$ cat src/rtl/fpsched_pkg.sv
package fpsched_pkg;

    localparam int NSTG  = 8;
    localparam int NRES  = NSTG + 1;
    localparam int RS_U  = 0;
    localparam int RS_S  = 1;
    localparam int RS_A  = 2;
    localparam int RS_R  = 3;
    localparam int RS_E  = 4;
    localparam int RS_M  = 5;
    localparam int RS_N  = 6;
    localparam int RS_D  = 7;
    localparam int RS_W  = 8;

    typedef enum logic [2:0] {
        OP_ADD = 3'd0,
        OP_SUB = 3'd1,
        OP_MUL = 3'd2,
        OP_DIV = 3'd3,
        OP_NEG = 3'd4,
        OP_ABS = 3'd5,
        OP_CMP = 3'd6,
        OP_BAD = 3'd7
    } fpop_e;

    typedef enum logic {
        ST_EMPTY  = 1'b0,
        ST_ACTIVE = 1'b1
    } sched_st_e;

    typedef logic [NRES-1:0] resrow_t;

    // Resources used by operation op in its cycle j (0 = first cycle).
    function automatic resrow_t op_row(input fpop_e op, input int j, input int divd);
        resrow_t r;
        int      t;
        r = '0;
        t = j - (3 + divd);
        case (op)
            OP_ADD, OP_SUB: begin
                case (j)
                    0: r[RS_U] = 1'b1;
                    1: begin r[RS_S] = 1'b1; r[RS_A] = 1'b1; end
                    2: begin r[RS_A] = 1'b1; r[RS_R] = 1'b1; end
                    3: begin r[RS_R] = 1'b1; r[RS_S] = 1'b1; r[RS_W] = 1'b1; end
                    default: r = '0;
                endcase
            end
            OP_MUL: begin
                case (j)
                    0: r[RS_U] = 1'b1;
                    1: begin r[RS_E] = 1'b1; r[RS_M] = 1'b1; end
                    2, 3, 4: r[RS_M] = 1'b1;
                    5: r[RS_N] = 1'b1;
                    6: begin r[RS_N] = 1'b1; r[RS_A] = 1'b1; end
                    7: begin r[RS_R] = 1'b1; r[RS_W] = 1'b1; end
                    default: r = '0;
                endcase
            end
            OP_NEG, OP_ABS: begin
                case (j)
                    0: r[RS_U] = 1'b1;
                    1: begin r[RS_S] = 1'b1; r[RS_W] = 1'b1; end
                    default: r = '0;
                endcase
            end
            OP_CMP: begin
                case (j)
                    0: r[RS_U] = 1'b1;
                    1: r[RS_A] = 1'b1;
                    2: begin r[RS_R] = 1'b1; r[RS_W] = 1'b1; end
                    default: r = '0;
                endcase
            end
            OP_DIV: begin
                if (j == 0) begin
                    r[RS_U] = 1'b1;
                end else if (j == 1) begin
                    r[RS_A] = 1'b1;
                end else if (j == 2) begin
                    r[RS_R] = 1'b1;
                end else if (t < 0) begin
                    r[RS_D] = 1'b1;
                end else begin
                    case (t)
                        0, 2: begin r[RS_D] = 1'b1; r[RS_A] = 1'b1; end
                        1, 3: begin r[RS_D] = 1'b1; r[RS_R] = 1'b1; end
                        4: r[RS_A] = 1'b1;
                        5: begin r[RS_R] = 1'b1; r[RS_W] = 1'b1; end
                        default: r = '0;
                    endcase
                end
            end
            default: r = '0;
        endcase
        return r;
    endfunction

endpackage

$ cat src/rtl/fpsched_pattern.sv
module fpsched_pattern
    import fpsched_pkg::*;
#(
    parameter int DIV_D = 28,
    parameter int DEPTH = 9 + DIV_D
) (
    input  fpop_e   op,
    output resrow_t pat [DEPTH]
);

    for (genvar g = 0; g < DEPTH; g++) begin : g_row
        assign pat[g] = op_row(op, g, DIV_D);
    end

endmodule

$ cat src/rtl/fpsched_table.sv
module fpsched_table
    import fpsched_pkg::*;
#(
    parameter int DEPTH = 37
) (
    input  logic            clk,
    input  logic            rst_n,
    input  logic            take,
    input  resrow_t         pat [DEPTH],
    output logic            hit,
    output logic            pend,
    output logic [NSTG-1:0] busy,
    output logic            done
);

    resrow_t          occ     [DEPTH];
    resrow_t          shifted [DEPTH];
    logic [DEPTH-1:0] clash;
    logic [DEPTH-1:0] rowany;

    for (genvar g = 0; g < DEPTH; g++) begin : g_col
        if (g < DEPTH - 1) begin : g_mid
            assign shifted[g] = occ[g+1];
            assign clash[g]   = |(pat[g] & occ[g+1]);
        end else begin : g_end
            assign shifted[g] = '0;
            assign clash[g]   = 1'b0;
        end
        assign rowany[g] = |occ[g];

        always_ff @(posedge clk) begin
            if (!rst_n) begin
                occ[g] <= '0;
            end else begin
                occ[g] <= shifted[g] | (take ? pat[g] : '0);
            end
        end
    end

    assign hit  = |clash;
    assign pend = |rowany[DEPTH-1:1];
    assign busy = occ[0][NSTG-1:0];
    assign done = occ[0][RS_W];

endmodule

$ cat src/rtl/fpsched_retire.sv
module fpsched_retire #(
    parameter int DEPTH = 37,
    parameter int TAG_W = 4
) (
    input  logic             clk,
    input  logic             rst_n,
    input  logic             take,
    input  logic [DEPTH-1:0] wb,
    input  logic [TAG_W-1:0] tag,
    output logic [TAG_W-1:0] done_tag
);

    logic [TAG_W-1:0] tagq [DEPTH];
    logic [TAG_W-1:0] nxt  [DEPTH];

    for (genvar g = 0; g < DEPTH; g++) begin : g_slot
        if (g < DEPTH - 1) begin : g_mid
            assign nxt[g] = (take && wb[g]) ? tag : tagq[g+1];
        end else begin : g_end
            assign nxt[g] = (take && wb[g]) ? tag : '0;
        end

        always_ff @(posedge clk) begin
            if (!rst_n) begin
                tagq[g] <= '0;
            end else begin
                tagq[g] <= nxt[g];
            end
        end
    end

    assign done_tag = tagq[0];

endmodule

$ cat src/rtl/fpsched_top.sv
module fpsched_top
    import fpsched_pkg::*;
#(
    parameter int DIV_D = 28,
    parameter int TAG_W = 4
) (
    input  logic             clk,
    input  logic             rst_n,
    input  logic             in_valid,
    input  logic [2:0]       in_op,
    input  logic [TAG_W-1:0] in_tag,
    output logic             accept,
    output logic             stall,
    output logic [7:0]       busy,
    output logic             done,
    output logic [TAG_W-1:0] done_tag
);

    localparam int DEPTH = 9 + DIV_D;

    sched_st_e        state;
    sched_st_e        state_n;
    fpop_e            op;
    resrow_t          pat [DEPTH];
    logic [DEPTH-1:0] wb;
    logic             hit;
    logic             pend;
    logic             legal;

    assign op    = fpop_e'(in_op);
    assign legal = (op != OP_BAD);

    fpsched_pattern #(.DIV_D(DIV_D), .DEPTH(DEPTH)) u_pat (
        .op  (op),
        .pat (pat)
    );

    for (genvar g = 0; g < DEPTH; g++) begin : g_wb
        assign wb[g] = pat[g][RS_W];
    end

    fpsched_table #(.DEPTH(DEPTH)) u_tab (
        .clk  (clk),
        .rst_n(rst_n),
        .take (accept),
        .pat  (pat),
        .hit  (hit),
        .pend (pend),
        .busy (busy),
        .done (done)
    );

    fpsched_retire #(.DEPTH(DEPTH), .TAG_W(TAG_W)) u_ret (
        .clk     (clk),
        .rst_n   (rst_n),
        .take    (accept),
        .wb      (wb),
        .tag     (in_tag),
        .done_tag(done_tag)
    );

    always_ff @(posedge clk) begin
        if (!rst_n) begin
            state <= ST_EMPTY;
        end else begin
            state <= state_n;
        end
    end

    always_comb begin
        accept  = 1'b0;
        state_n = state;
        unique case (state)
            ST_EMPTY: begin
                accept  = in_valid && legal;
                state_n = accept ? ST_ACTIVE : ST_EMPTY;
            end
            ST_ACTIVE: begin
                accept  = in_valid && legal && !hit;
                state_n = (accept || pend) ? ST_ACTIVE : ST_EMPTY;
            end
            default: begin
                accept  = 1'b0;
                state_n = ST_EMPTY;
            end
        endcase
        stall = in_valid && !accept;
    end

endmodule

$ cat config.mk
export PLATFORM = sky130hd
export DESIGN_NAME = fpsched_top
export DESIGN_NICKNAME = d
export VERILOG_FILES = /design/src/rtl/fpsched_pkg.sv /design/src/rtl/fpsched_pattern.sv /design/src/rtl/fpsched_table.sv /design/src/rtl/fpsched_retire.sv /design/src/rtl/fpsched_top.sv
export SDC_FILE = /design/constraint.sdc
export NUM_CORES = 1
export LEC_CHECK = 0
export BUFFER_PORTS_ARGS = -buffer_cell sky130_fd_sc_hd__buf_2
export CELL_PAD_IN_SITES_DETAIL_PLACEMENT = 1
export CELL_PAD_IN_SITES_GLOBAL_PLACEMENT = 1
export CORE_ASPECT_RATIO = 2
export CORE_MARGIN = 2
export CORE_UTILIZATION = 55
export DETAILED_ROUTE_END_ITERATION = 12
export PLACE_DENSITY = 0.95
export SKIP_LAST_GASP = 1
export SLEW_MARGIN = 40
export SYNTH_ARGS = -nofsm -noshare
export SYNTH_HDL_FRONTEND = slang
export SYNTH_HIERARCHICAL = 1
export SYNTH_SLANG_ARGS = --single-unit
$ cat constraint.sdc
create_clock -name clk -period 9.35 [get_ports clk]
set_input_delay 2.3375 -clock clk [delete_from_list [all_inputs] [get_ports clk]]
set_output_delay 2.3375 -clock clk [all_outputs]
set_load 0.03 [all_outputs]
# Yosys cells after proc, flatten, opt, wreduce, memory -nomap -nowiden
# Memories as Yosys holds them, arrays and structs flattened.
# Index checks and enable logic that the tools add are counted.
# totals
output_inout_bits	15
reg_bits	1
wordCells	326
mem_count	2
ramBits	481
# mem_list
memory	words	width	read_ports	rd_clocked_by_memory_dff	wr	line_no	source
u_tab.occ	37	9	37	0	37	fpsched_table.sv:16	resrow_t occ [DEPTH];
u_ret.tagq	37	4	37	0	37	fpsched_retire.sv:13	logic [TAG_W-1:0] tagq [DEPTH];
# op_classes
mux	143
n_bitwise	147
reduce_logical	26
eq_ne	7
# ops
op	n
$reduce_or A324 Y1	2
$mux W9	43
$mux W4	74
$and A8 B9 Y9	30
$or A9 B9 Y9	30
$or A1 B1 Y1	74
$mux W8	9
$pmux W9 S4	2
$or A9 B8 Y9	6
$pmux W8 S2	3
$and A9 B9 Y9	4
$pmux W9 S3	1
$pmux W9 S2	1
$and A1 B9 Y9	1
$and A3 B9 Y9	1
$eq A3 B3 Y1 const B	3
$logic_and A1 B1 Y1	8
$logic_and A1 B1 Y1 const B	8
$reduce_or A7 Y1	1
$eq A3 B2 Y1 const B	2
$mux W1	6
$mux W3	2
$reduce_or A2 Y1	3
$pmux W1 S2	2
other kinds (6)	7

# Longest topological paths before layout
# Gate-level depths: netlist of the first run.
# depth
word_depth	11
depth_mapped	16
mapped_depth_nobuf	12

# Modules after synthesis
# The synthesis of the first run kept the hierarchy.
# by_module_without_submodules
mod	seq_area_each_um2	instances	cells_per_inst	area_each_um2
fpsched_table	6666.4	1	1390	12974.9
fpsched_retire	2962.8	1	518	5550.3
fpsched_pattern	0.0	1	337	2501.1
fpsched_top	20.0	1	7	63.8

# Worst setup path before layout of the first run
# No wires, ideal clock.
# synth_path
path_kind	input to output
startpoint	in in_op[2]
endpoint	out stall
arrival_ns	5.218
slack_ns	1.794
n_path_buf	2
cell_stages	11
path_cell_list	buf_2 -> nor2_1 -> buf_4 -> a22o_1 -> a221oi_1 -> nand4_1 -> nor4_1 -> nand3_1 -> or3_1 -> nand2_1 -> a21boi_0
# synth_lines
item	line_no	source
start, declared	fpsched_top.sv:10	input logic [2:0] in_op,
end, declared	fpsched_top.sv:13	output logic stall,

# Worst setup path after layout of the first run
# layout_path
startpoint	in in_op[2]
endpoint	out accept
# layout_between
elab_chain_cells	8
# layout_rtl
item	line_no	source
$eq A3 B1 Y1, or another cell as far along	fpsched_pkg.sv:39	case (op)
$reduce_or A2 Y1, or another cell as far along	fpsched_pkg.sv:39	
$pmux W9 S4, or another cell as far along	fpsched_pkg.sv:39	
$and A9 B9 Y9 / $and A1 B9 Y9 (equally long branches)	fpsched_table.sv:24	assign clash[g] = |(pat[g] & occ[g+1]);
$reduce_or A324 Y1 (*)	fpsched_table.sv:40	assign hit = |clash;
via hit	fpsched_top.sv:26	logic hit;
$logic_not A1 Y1 (*)	fpsched_top.sv:79	accept = in_valid && legal && !hit;
$logic_and A1 B1 Y1 (*)	fpsched_top.sv:79	
$pmux W1 S2 (*)	fpsched_top.sv:73	unique case (state)
end, declared	fpsched_top.sv:12	output logic accept,
# Mark *: on every way through the listed nets, which the timed path passes. The rest lies on a longest branch.

==> qor.yml, run 1 <==
synth:
  yosysTopAreaCell: "dfxtp_1"
  yosysSeqAreaShare: 0.458
  synthTopCellsByArea: "dfxtp_1 46%, buf_4 12%, nor2b_1 9.6%"
  ys.flop_type: "dfxtp_1"
  ys_seq_elements: 482
  synth_area_per_cell_um2: 9.37
  syn_area_um2: 21100
  async_reset_ff_frac: 0
  yosysWarnings: 6
  synth_edf_count: 0
  yosysTopAreaCellShare: 0.458
  syn_inst: 2252
  yosys.cell_types.count: 34
floorplan:
  initial_core_util: 0.556
  core_area_um2: 37900
  dieHeight_um: 281
  dieArea_um2: 40000
  io-pin-count: 25
  rows: 101
  die_w_um: 142
setup_path:
  rr_startpoint: "u_tab/occ[3][7]$_SDFF_PN0_"
  worst-path-buf-inv: 3
  crit_fanout: 27
  end_kind: "output port"
  reg2reg_depth: 11
  path_cells: "buf_2, nor2_4, buf_4, a22oi_1, nand4_1, nor4_1, nand3_1, or3_1, nand2_1, and3_4, buf_2"
  cp_num_cells: 11
  crit_slowest_cell: "or3_1"
  crit_path_max_incr_delay_ns: 0.47
  start_kind: "input pin"
  path_common_cell: "buf_2"
  setup.worst_path.end: "accept"
  setup.worst_path.start: "in_op[2]"
  reg2reg_to: "u_ret/tagq[0][4]$_SDFF_PN0_"
  worstSetupPathType: "in2out"
  r2r_slack_ns: 5.34
  arrival_ns: 5.38
  crit_family: "simple AND/OR/NAND/NOR gates"
  required_ns: 7.01
final_layout:
  syn2layout_area_growth_pct: 2.39
  drive_above_1_share: 0.0691
  final_area_um2: 21600
  fin_cells: 2669
  layout.area.seq_um2: 9650
  nets: 2176
  n_fill_cell: 4322
  multi_input_comb_area_um2: 9480
place:
  place.port_buffers: 24
  dp_hpwl_mm: 64.1
  place_area_um2: 20000
  gp_congestion: 1.11
  dp.cells: 2583
  dp_slack_ns: 1.64
grt:
  track_usage: 0.417
  grt_first_pass_wirelength_mm: 117
  antenna_found_initial: 3
  grt_overflow_total: 0
  grt_pass1_vias: 16729
  grt_max_degree: 192
route:
  vias: 16035
  via_per_inst: 6.01
  firstDrtPassIters: 6
  ant_nets: 0
  drc: 0
  drt_iter0_markers: 1337
  wirelength_mm: 84.7
  wire_per_inst_um: 31.7
timing:
  fmax_ghz: 0.130
  tightest_slew_ns: 1.34
  relSlewSlack: 0.108
  timing.final.ws_setup_ns: 1.63
  period_minus_slack_ns: 7.72
  finalClockSkew_ns: 0.0230
  finalHoldViolations: 0
  finalSetupViolCount: 0
  grt_setup_unrepaired: "false"
  timing.setup.tns_ns: 0
  finalMaxSlewViolations: 0
  post-route-period-util: 0.826
power_and_ir_drop:
  max-vdd-ir-drop_mv: 0.159
  p_per_area_nw_per_um2: 229
  power.leakage_nw: 8.92
  power_mw: 4.95
worst_hold_path:
  min_path_type: "reg2reg"
  holdPathStages: 2
cts:
  clk_latency_ns: 0.57
  post_cts_resized: 0
  postCtsSetupBuffers: 0
  htree_num_levels: 2
  clock-sinks: 482
  cts-root-buf: "clkbuf_16"
  tritoncts: "built"
  clock_path_buffers: 3
  cts_hold_buf: 0
  path_clk_slew_ns: 0.07
  numCtsBuffers: 43
flow_run:
  cap_violations: 0
run_status:
  status: "completed"
cells in the mapped netlist (2+ instances only):
cell and instances:
a21oi_1 324, a221oi_1 34, a22o_1 33, a22oi_1 94, and2_1 5, and3_1 11
buf_2 10, buf_4 348, buf_6 7, clkbuf_1 74, dfxtp_1 482, mux2i_1 144
nand2_1 153, nand2_2 25, nand2_4 9, nand3_1 14, nand4_1 46, nor2_1 3
nor2b_1 324, nor3_1 7, nor4_1 90, or4_1 2, xnor2_1 2
stage by stage:
step / hold WS, ns / utilization
after floorplan: 0.424 / -
after global placement: 0.428 / 0.525
after detailed placement: 0.438 / 0.528
after CTS: 0.449 / 0.568
after global routing: 0.469 / 0.570
final: 0.446 / 0.570
layout make-up:
type,count,share of cell area
well taps,463,0.0268
clock buffers,57,0.0546
repair buffers,36,0.0147
flip-flops and latches,482,0.447
diodes,5,0.000579
clock inverters,23,0.0172
multi-input cells,1602,0.439
inverters,1,0.000174
tightest hold or removal path: cells and delay by family, from the launching register on:
kind          cells  cell delay, ns
flops             1            0.30
simple gates      1            0.05
mux               1            0.05
per-layer routing:
metal / track usage / share of wire / routed length [um]
met4: 0.453 / 0.14 / 12100
met2: 0.724 / 0.49 / 41400
met3: 0.0533 / 0.044 / 3720
met5: 0 / 0 / 0
met1: 0.399 / 0.32 / 27500
logic make-up (layout without fill, tap and decap cells):
| family | count (synthesis) | in the layout | synth area share |
|---|---|---|---|
| buffers and inverters | 441 | 117 | 0.144 |
| other | 1 | 279 | 0.000178 |
| AOI/OAI and AO/OA | 488 | 488 | 0.139 |
| DFF | 482 | 482 | 0.458 |
| muxes | 144 | 144 | 0.0683 |
| and+or+nand+nor | 694 | 694 | 0.189 |
| xor gates and xnor gates | 2 | 2 | 0.000831 |
worst min-delay path by stage:
stage                                 startpoint                           end  slack [ns]
CTS                 u_ret/tagq[0][11]$_SDFF_PN0_   u_ret/tagq[0][7]$_SDFF_PN0_        0.45
global route        u_ret/tagq[0][12]$_SDFF_PN0_   u_ret/tagq[0][8]$_SDFF_PN0_        0.47
finish              u_ret/tagq[0][11]$_SDFF_PN0_   u_ret/tagq[0][7]$_SDFF_PN0_        0.45
detailed placement  u_ret/tagq[0][11]$_SDFF_PN0_   u_ret/tagq[0][7]$_SDFF_PN0_        0.44
global placement     u_ret/tagq[0][9]$_SDFF_PN0_   u_ret/tagq[0][5]$_SDFF_PN0_        0.43
floorplan           u_ret/tagq[0][17]$_SDFF_PN0_  u_ret/tagq[0][13]$_SDFF_PN0_        0.42
cell usage in the layout, fill, tap and decap left out, drive strengths merged, types with 7 or more instances in the layout:
| master | Yosys | final |
|---|---|---|
| nand3 | 14 | 14 |
| nor2b | 325 | 325 |
| nand4 | 46 | 46 |
| a22oi | 94 | 94 |
| nor3 | 7 | 7 |
| dfxtp | 482 | 482 |
| nor4 | 91 | 91 |
| conb | 1 | 274 |
| clkinv | 0 | 9 |
| and3 | 12 | 12 |
| a221oi | 34 | 34 |
| a22o | 34 | 34 |
| clkbuf | 74 | 57 |
| a21oi | 324 | 324 |
| buf | 366 | 36 |
| mux2i | 144 | 144 |
| nand2 | 187 | 187 |
| bufinv | 0 | 9 |
power by group:
part           total, mW  switching, mW  internal, mW
logic              0.608          0.403         0.205
registers           2.36          0.182          2.18
clock network       1.98          0.830          1.15
total               4.95           1.42          3.53
state kept, by name (all words and copies together) (netlist names):
name,flops
u_tab/occ,333
u_ret/tagq,148
state,1
Note: power is estimated with default switching activity, not from simulation.
==> run 2: changes to the inputs <==
CORE_UTILIZATION = 51   (was 55)
PLACE_DENSITY = 0.9   (was 0.95)
clock period = 7.9 ns   (was 9.35 ns; I/O delays follow)
==> qor.yml, run 2 (synthesized netlist as in run 1, its figures left out) <==
floorplan:
  core_area_um2: 40900  # was 37,900 um^2
  dieArea_um2: 43100  # was 40,000 um^2
  die_w_um: 148  # was 142 um
  rows: 105  # was 101
  io-pin-count: 25  # unchanged
  dieHeight_um: 292  # was 281 um
  initial_core_util: 0.516  # was 0.556
timing:
  period_minus_slack_ns: 7.17
  fmax_ghz: 0.139
  relSlewSlack: 0.250  # was 0.108
  post-route-period-util: 0.908
  finalHoldViolations: 0  # unchanged
  finalMaxSlewViolations: 0  # unchanged
  timing.setup.tns_ns: 0  # unchanged
  grt_setup_unrepaired: "false"  # unchanged
  tightest_slew_ns: 1.12  # was 1.34 ns
  finalSetupViolCount: 0  # unchanged
  timing.final.ws_setup_ns: 0.730  # was 1.63 ns
  finalClockSkew_ns: 0.0238  # was 0.0230 ns
cts:
  htree_num_levels: 2  # unchanged
  post_cts_resized: 0  # unchanged
  numCtsBuffers: 43  # unchanged
  postCtsSetupBuffers: 0  # unchanged
  cts_hold_buf: 0  # unchanged
  clock-sinks: 482  # unchanged
  tritoncts: "built"  # unchanged
  clk_latency_ns: 0.58  # was 0.57 ns
  cts-root-buf: "clkbuf_16"  # unchanged
  path_clk_slew_ns: 0.06  # was 0.07 ns
  clock_path_buffers: 3  # unchanged
route:
  firstDrtPassIters: 7  # was 6
  drc: 0  # unchanged
  vias: 15756  # was 16.0k
  wirelength_mm: 84.3  # was 84.7 mm
  via_per_inst: 5.75  # was 6.01
  ant_nets: 0  # unchanged
  drt_iter0_markers: 1037  # was 1,337
  wire_per_inst_um: 30.7  # was 31.7 um
final_layout:
  largest_reg_flops: 333  # unchanged
  nets: 2181  # was 2,176
  final_cell_mix: "482 x dfxtp_1, 324 x nor2b_1, 323 x a21oi_1"  # was 482 x dfxtp_1, 324 x a21oi_1, 324 x nor2b_1
  final_common_cell: "dfxtp_1"  # unchanged
  syn2layout_area_growth_pct: 2.34  # was 2.39%
  drive_above_1_share: 0.0748  # was 0.0691
  reg_top3: "u_tab/occ (333), u_ret/tagq (148), state (1)"  # unchanged
  fin_cells: 2741  # was 2,669
  top_register: "u_tab/occ"  # unchanged
power_and_ir_drop:
  pwr-share-seq: 0.489  # was 0.477
  clkPwrFrac: 0.386  # was 0.400
  power.leakage_nw: 8.89  # was 8.92 nW
  combPwrFrac: 0.125  # was 0.123
  switching_share: 0.294  # was 0.286
  intPower_mw: 4.04  # was 3.53 mW
  max-vdd-ir-drop_mv: 0.183  # was 0.159 mV
  p_per_area_nw_per_um2: 265  # was 229 nW/um^2
  p_switching_mw: 1.68  # was 1.42 mW
setup_path:
  path_cells: "buf_2, nor2_4, a22o_1, a221oi_1, nand4_1, nor4_1, nand3_1, or3_1, nand2_1, and3_4, buf_2"  # was buf_2, nor2_4, buf_4, a22oi_1, nand4_1, nor4_1, nand3_1, or3_1, nand2_1, and3_4, buf_2
  reg2reg_to: "u_tab/occ[8][21]$_SDFF_PN0_"  # was u_ret/tagq[0][4]$_SDFF_PN0_
  crit_path_max_incr_delay_ns: 0.89  # was 0.47 ns
  crit_slowest_cell: "nor4_1"  # was or3_1
  path_common_cell: "buf_2"  # unchanged
  worstSetupPathType: "in2out"  # unchanged
  r2r_slack_ns: 2.83  # was 5.34 ns
  crit_fanout: 16  # was 27
  rr_startpoint: "u_tab/occ[5][25]$_SDFF_PN0_"  # was u_tab/occ[3][7]$_SDFF_PN0_
  reg2reg_depth: 13  # was 11
  start_kind: "input pin"  # unchanged
  required_ns: 5.93  # was 7.01 ns
  arrival_ns: 5.19  # was 5.38 ns
  worst-path-buf-inv: 2  # was 3
  crit_family: "simple AND/OR/NAND/NOR gates"  # unchanged
  end_kind: "output port"  # unchanged
grt:
  antenna_found_initial: 1  # was 3
  grt_overflow_total: 0  # unchanged
  grt_max_degree: 113  # was 192
  track_usage: 0.388  # was 0.417
  grt_first_pass_wirelength_mm: 118  # was 117 mm
  grt_pass1_vias: 16902  # was 16.7k
place:
  gp_congestion: 1.04  # was 1.11
  place.port_buffers: 24  # unchanged
  dp.cells: 2659  # was 2,583
  dp_hpwl_mm: 64.1  # about the same
  dp_slack_ns: 0.966  # was 1.64 ns
worst_hold_path:
  holdPathStages: 2  # unchanged
  min_path_type: "reg2reg"  # unchanged
  hp-start: "u_ret/tagq[2][26]$_SDFF_PN0_"  # was u_ret/tagq[0][11]$_SDFF_PN0_
  whs_endpoint: "u_ret/tagq[2][22]$_SDFF_PN0_"  # was u_ret/tagq[0][7]$_SDFF_PN0_
run_status:
  status: "completed"  # unchanged
flow_run:
  cap_violations: 0  # unchanged
==> run 2: cell count changes in the layout (fill, tap and decap cells not counted), sizes merged <==
cell	change
clkinv	+7
bufinv	-5
buf	+4
diode	-4
clkbuf	-3
clkinvlp	+2
inv	-1
==> run 2: stage by stage <==
step	utilization	cell area, um^2	hold WS, ns	power, mW
floorplan	-	22100	0.424	3.29
global route	0.528	21600	0.466	5.88
finish	0.528	21600	0.451	5.72
global placement	0.490	20000	0.430	3.44
CTS	0.527	21500	0.452	5.65
detailed placement	0.492	20100	0.439	3.46
==> run 2: worst register-to-register path, stage by stage, from the launching register on <==
cell,delay (ns)
dfxtp_1,0.52
a22o_1,0.36
a221oi_1,0.33
nand4_1,0.15
nor4_1,0.89
nand3_1,0.15
or3_1,0.43
nand2_1,0.14
and3_4,0.21
buf_6,0.48
buf_12,0.51
buf_16,0.42
a21oi_1,0.28
nor2b_1,0.14
==> run 2: routing by layer <==
metal | global-route usage | share of wire | vias up
met4 | 0.434 | 0.14 | 0
met5 | 0 | 0 | -
met2 | 0.666 | 0.49 | 523
li1 | - | - | 7116
met1 | 0.369 | 0.33 | 7798
met3 | 0.0572 | 0.041 | 319
==> run 2: power groups by stage <==
stage / combinational [mW] / clock (mW) / sequential (mW)
finish: 0.716 / 2.21 / 2.79
CTS: 0.636 / 2.23 / 2.78
global placement: 0.613 / 0 / 2.83
floorplan: 0.589 / 0 / 2.70
detailed placement: 0.632 / 0 / 2.83
global route: 0.766 / 2.33 / 2.79
==> run 2: area by class of cell <==
class | instances | area [um^2]
Antenna cell | 1 | 2.50
Clock inverter | 26 | 265
Multi-Input combinational cell | 1602 | 9480
Clock buffer | 53 | 1190
Tap cell | 535 | 669
Timing Repair Buffer | 41 | 315
Sequential cell | 482 | 9650
Inverter | 1 | 3.75
Fill cell | 4699 | 19300
==> run 2: worst max path at each step <==
stage / depth (start not counted) / slack [ns] / end / startpoint
6_report: 11 / 0.73 / accept / in_op[2]
5_1_grt: 12 / 0.73 / accept / in_op[0]
4_1_cts: 12 / 0.94 / accept / in_op[0]
3_5_place_dp: 12 / 0.97 / accept / in_op[0]
3_3_place_gp: 12 / 1.04 / accept / in_op[0]
2_1_floorplan: 11 / 1.07 / stall / in_op[2]
==> run 3: changes to the inputs <==
clock period = 7.45 ns   (was 7.9 ns; I/O delays follow)
==> qor.yml, run 3 (synthesized netlist as in run 1, its figures left out) <==
cts:
  cts-root-buf: "clkbuf_16"  # unchanged
  clock-sinks: 482  # unchanged
  htree_num_levels: 2  # unchanged
  cts_hold_buf: 0  # unchanged
  clock_path_buffers: 3  # unchanged
  post_cts_resized: 0  # unchanged
  path_clk_slew_ns: 0.07  # was 0.06 ns
  tritoncts: "built"  # unchanged
  numCtsBuffers: 44  # was 43
  postCtsSetupBuffers: 0  # unchanged
  clk_latency_ns: 0.56  # was 0.58 ns
timing:
  finalHoldViolations: 0  # unchanged
  finalSetupViolCount: 0  # unchanged
  post-route-period-util: 0.886
  relSlewSlack: 0.217  # was 0.250
  finalMaxSlewViolations: 0  # unchanged
  timing.setup.tns_ns: 0  # unchanged
  period_minus_slack_ns: 6.60
  tightest_slew_ns: 1.17  # was 1.12 ns
  timing.hold.ws_ns: 0.446  # was 0.451 ns
  grt_setup_unrepaired: "false"  # unchanged
  finalClockSkew_ns: 0.0167  # was 0.0238 ns
  fmax_ghz: 0.152
place:
  gp_congestion: 1.04  # about the same
  dp_hpwl_mm: 62.3  # was 64.1 mm
  dp.cells: 2661  # was 2,659
  place.port_buffers: 24  # unchanged
route:
  via_per_inst: 5.79  # was 5.75
  drc: 0  # unchanged
  drt_iter0_markers: 1083  # was 1,037
  firstDrtPassIters: 5  # was 7
  wire_per_inst_um: 30.2  # was 30.7 um
  vias: 15867  # was 15.8k
  ant_nets: 0  # unchanged
  wirelength_mm: 82.8  # was 84.3 mm
setup_path:
  crit_path_max_incr_delay_ns: 0.50  # was 0.89 ns
  crit_fanout: 27  # was 16
  path_cells: "buf_2, nand2_1, nor2_4, buf_16, buf_12, a221oi_1, nand3_1, nor4_1, nand3_1, or3_1, nand2_1, and3_4, buf_2"  # was buf_2, nor2_4, a22o_1, a221oi_1, nand4_1, nor4_1, nand3_1, or3_1, nand2_1, and3_4, buf_2
  crit_family: "simple AND/OR/NAND/NOR gates"  # unchanged
  required_ns: 5.59  # was 5.93 ns
  start_kind: "input pin"  # unchanged
  worst-path-buf-inv: 4  # was 2
  crit_slowest_cell: "or3_1"  # was nor4_1
  arrival_ns: 4.74  # was 5.19 ns
  end_kind: "output port"  # unchanged
  worstSetupPathType: "in2out"  # unchanged
final_layout:
  largest_reg_flops: 333  # unchanged
  final_common_cell: "dfxtp_1"  # unchanged
  drive_above_1_share: 0.0694  # was 0.0748
  fin_cells: 2742  # was 2,741
  syn2layout_area_growth_pct: 2.24  # was 2.34%
  top_register: "u_tab/occ"  # unchanged
  nets: 2183  # was 2,181
  reg_top3: "u_tab/occ (333), u_ret/tagq (148), state (1)"  # unchanged
  n_fill_cell: 4675  # was 4,699
  final_cell_mix: "482 x dfxtp_1, 324 x nor2b_1, 323 x a21oi_1"  # unchanged
grt:
  track_usage: 0.380  # was 0.388
  grt_pass1_vias: 16524  # was 16.9k
  grt_max_degree: 203  # was 113
  antenna_found_initial: 3  # was 1
  grt_overflow_total: 0  # unchanged
  grt_first_pass_wirelength_mm: 116  # was 118 mm
floorplan:
  core_area_um2: 40900  # unchanged
  dieHeight_um: 292  # unchanged
  die_w_um: 148  # unchanged
  initial_core_util: 0.516  # unchanged
  rows: 105  # unchanged
  dieArea_um2: 43100  # unchanged
  io-pin-count: 25  # unchanged
power_and_ir_drop:
  power_mw: 5.99  # was 5.72 mW
  p_per_area_nw_per_um2: 278  # was 265 nW/um^2
  clkPwrFrac: 0.380  # was 0.386
  max-vdd-ir-drop_mv: 0.166  # was 0.183 mV
  switching_share: 0.290  # was 0.294
  pwr-share-seq: 0.493  # was 0.489
  power.leakage_nw: 8.87  # was 8.89 nW
  intPower_mw: 4.26  # was 4.04 mW
  p_switching_mw: 1.74  # was 1.68 mW
  combPwrFrac: 0.128  # was 0.125
flow_run:
  cap_violations: 0  # unchanged
worst_hold_path:
  min_path_type: "reg2reg"  # unchanged
run_status:
  status: "completed"  # unchanged
## run 3: cell count changes in the layout (fill, tap and decap cells not counted), moves of 2 or more
cell        change
clkinv_2        -8
diode_2         +2
clkbuf_8        +2
clkbuf_1       +12
buf_12          +3
clkinvlp_4      -4
bufinv_16       -2
## run 3: worst min-delay path: cells and delay by family, from the launching register on
kind             cells  cell delay (ns)
AND/OR/NAND/NOR      1             0.05
flip-flops           1             0.30
multiplexers         1             0.06
## run 3: final cells by class
type	count	area, um^2	area share
timing repair buffer	42	360	0.0167
clock buffer	68	1290	0.0599
inverter	1	3.75	0.000174
multi-input combinational	1602	9480	0.440
tap	535	669	0.0310
antenna	3	7.51	0.000348
sequential	482	9650	0.448
clock inverter	9	101	0.00470
## run 3: final timing paths
kind                                                   from                      endpoint  slack, ns  depth (start not counted)
worst max-delay path                               in_op[0]                        accept       0.85                         13
worst min-delay path            u_ret/tagq[3][0]$_SDFF_PN0_  u_ret/tagq[2][28]$_SDFF_PN0_       0.45                          2
worst max register to register  u_tab/occ[5][25]$_SDFF_PN0_  u_ret/tagq[0][15]$_SDFF_PN0_       2.99                         12
worst min register to register  u_ret/tagq[3][0]$_SDFF_PN0_  u_ret/tagq[2][28]$_SDFF_PN0_       0.45                          2
## run 3: per-stage QoR
| stage | setup slack [ns] | cell area, um^2 | utilization |
|---|---|---|---|
| after floorplan | 0.844 | 22100 | - |
| after global placement | 0.872 | 20000 | 0.491 |
| after detailed placement | 0.935 | 20100 | 0.493 |
| after CTS | 0.913 | 21500 | 0.527 |
| after global routing | 0.790 | 21600 | 0.528 |
| final | 0.852 | 21600 | 0.528 |
## run 3: power groups by stage
stage / combinational (mW) / clock [mW] / sequential (mW)
detailed placement: 0.674 / 0 / 2.99
global placement: 0.653 / 0 / 2.99
finish: 0.765 / 2.28 / 2.95
global route: 0.815 / 2.40 / 2.95
floorplan: 0.625 / 0 / 2.87
CTS: 0.681 / 2.30 / 2.94
## run 3: per-layer routing
metal  wire [um]  track usage  vias up
met5          11            0        -
met4       10600        0.388        2
met3        3470       0.0536      314
met2       41200        0.660      556
met1       27500        0.371     7869
li1            -            -     7126
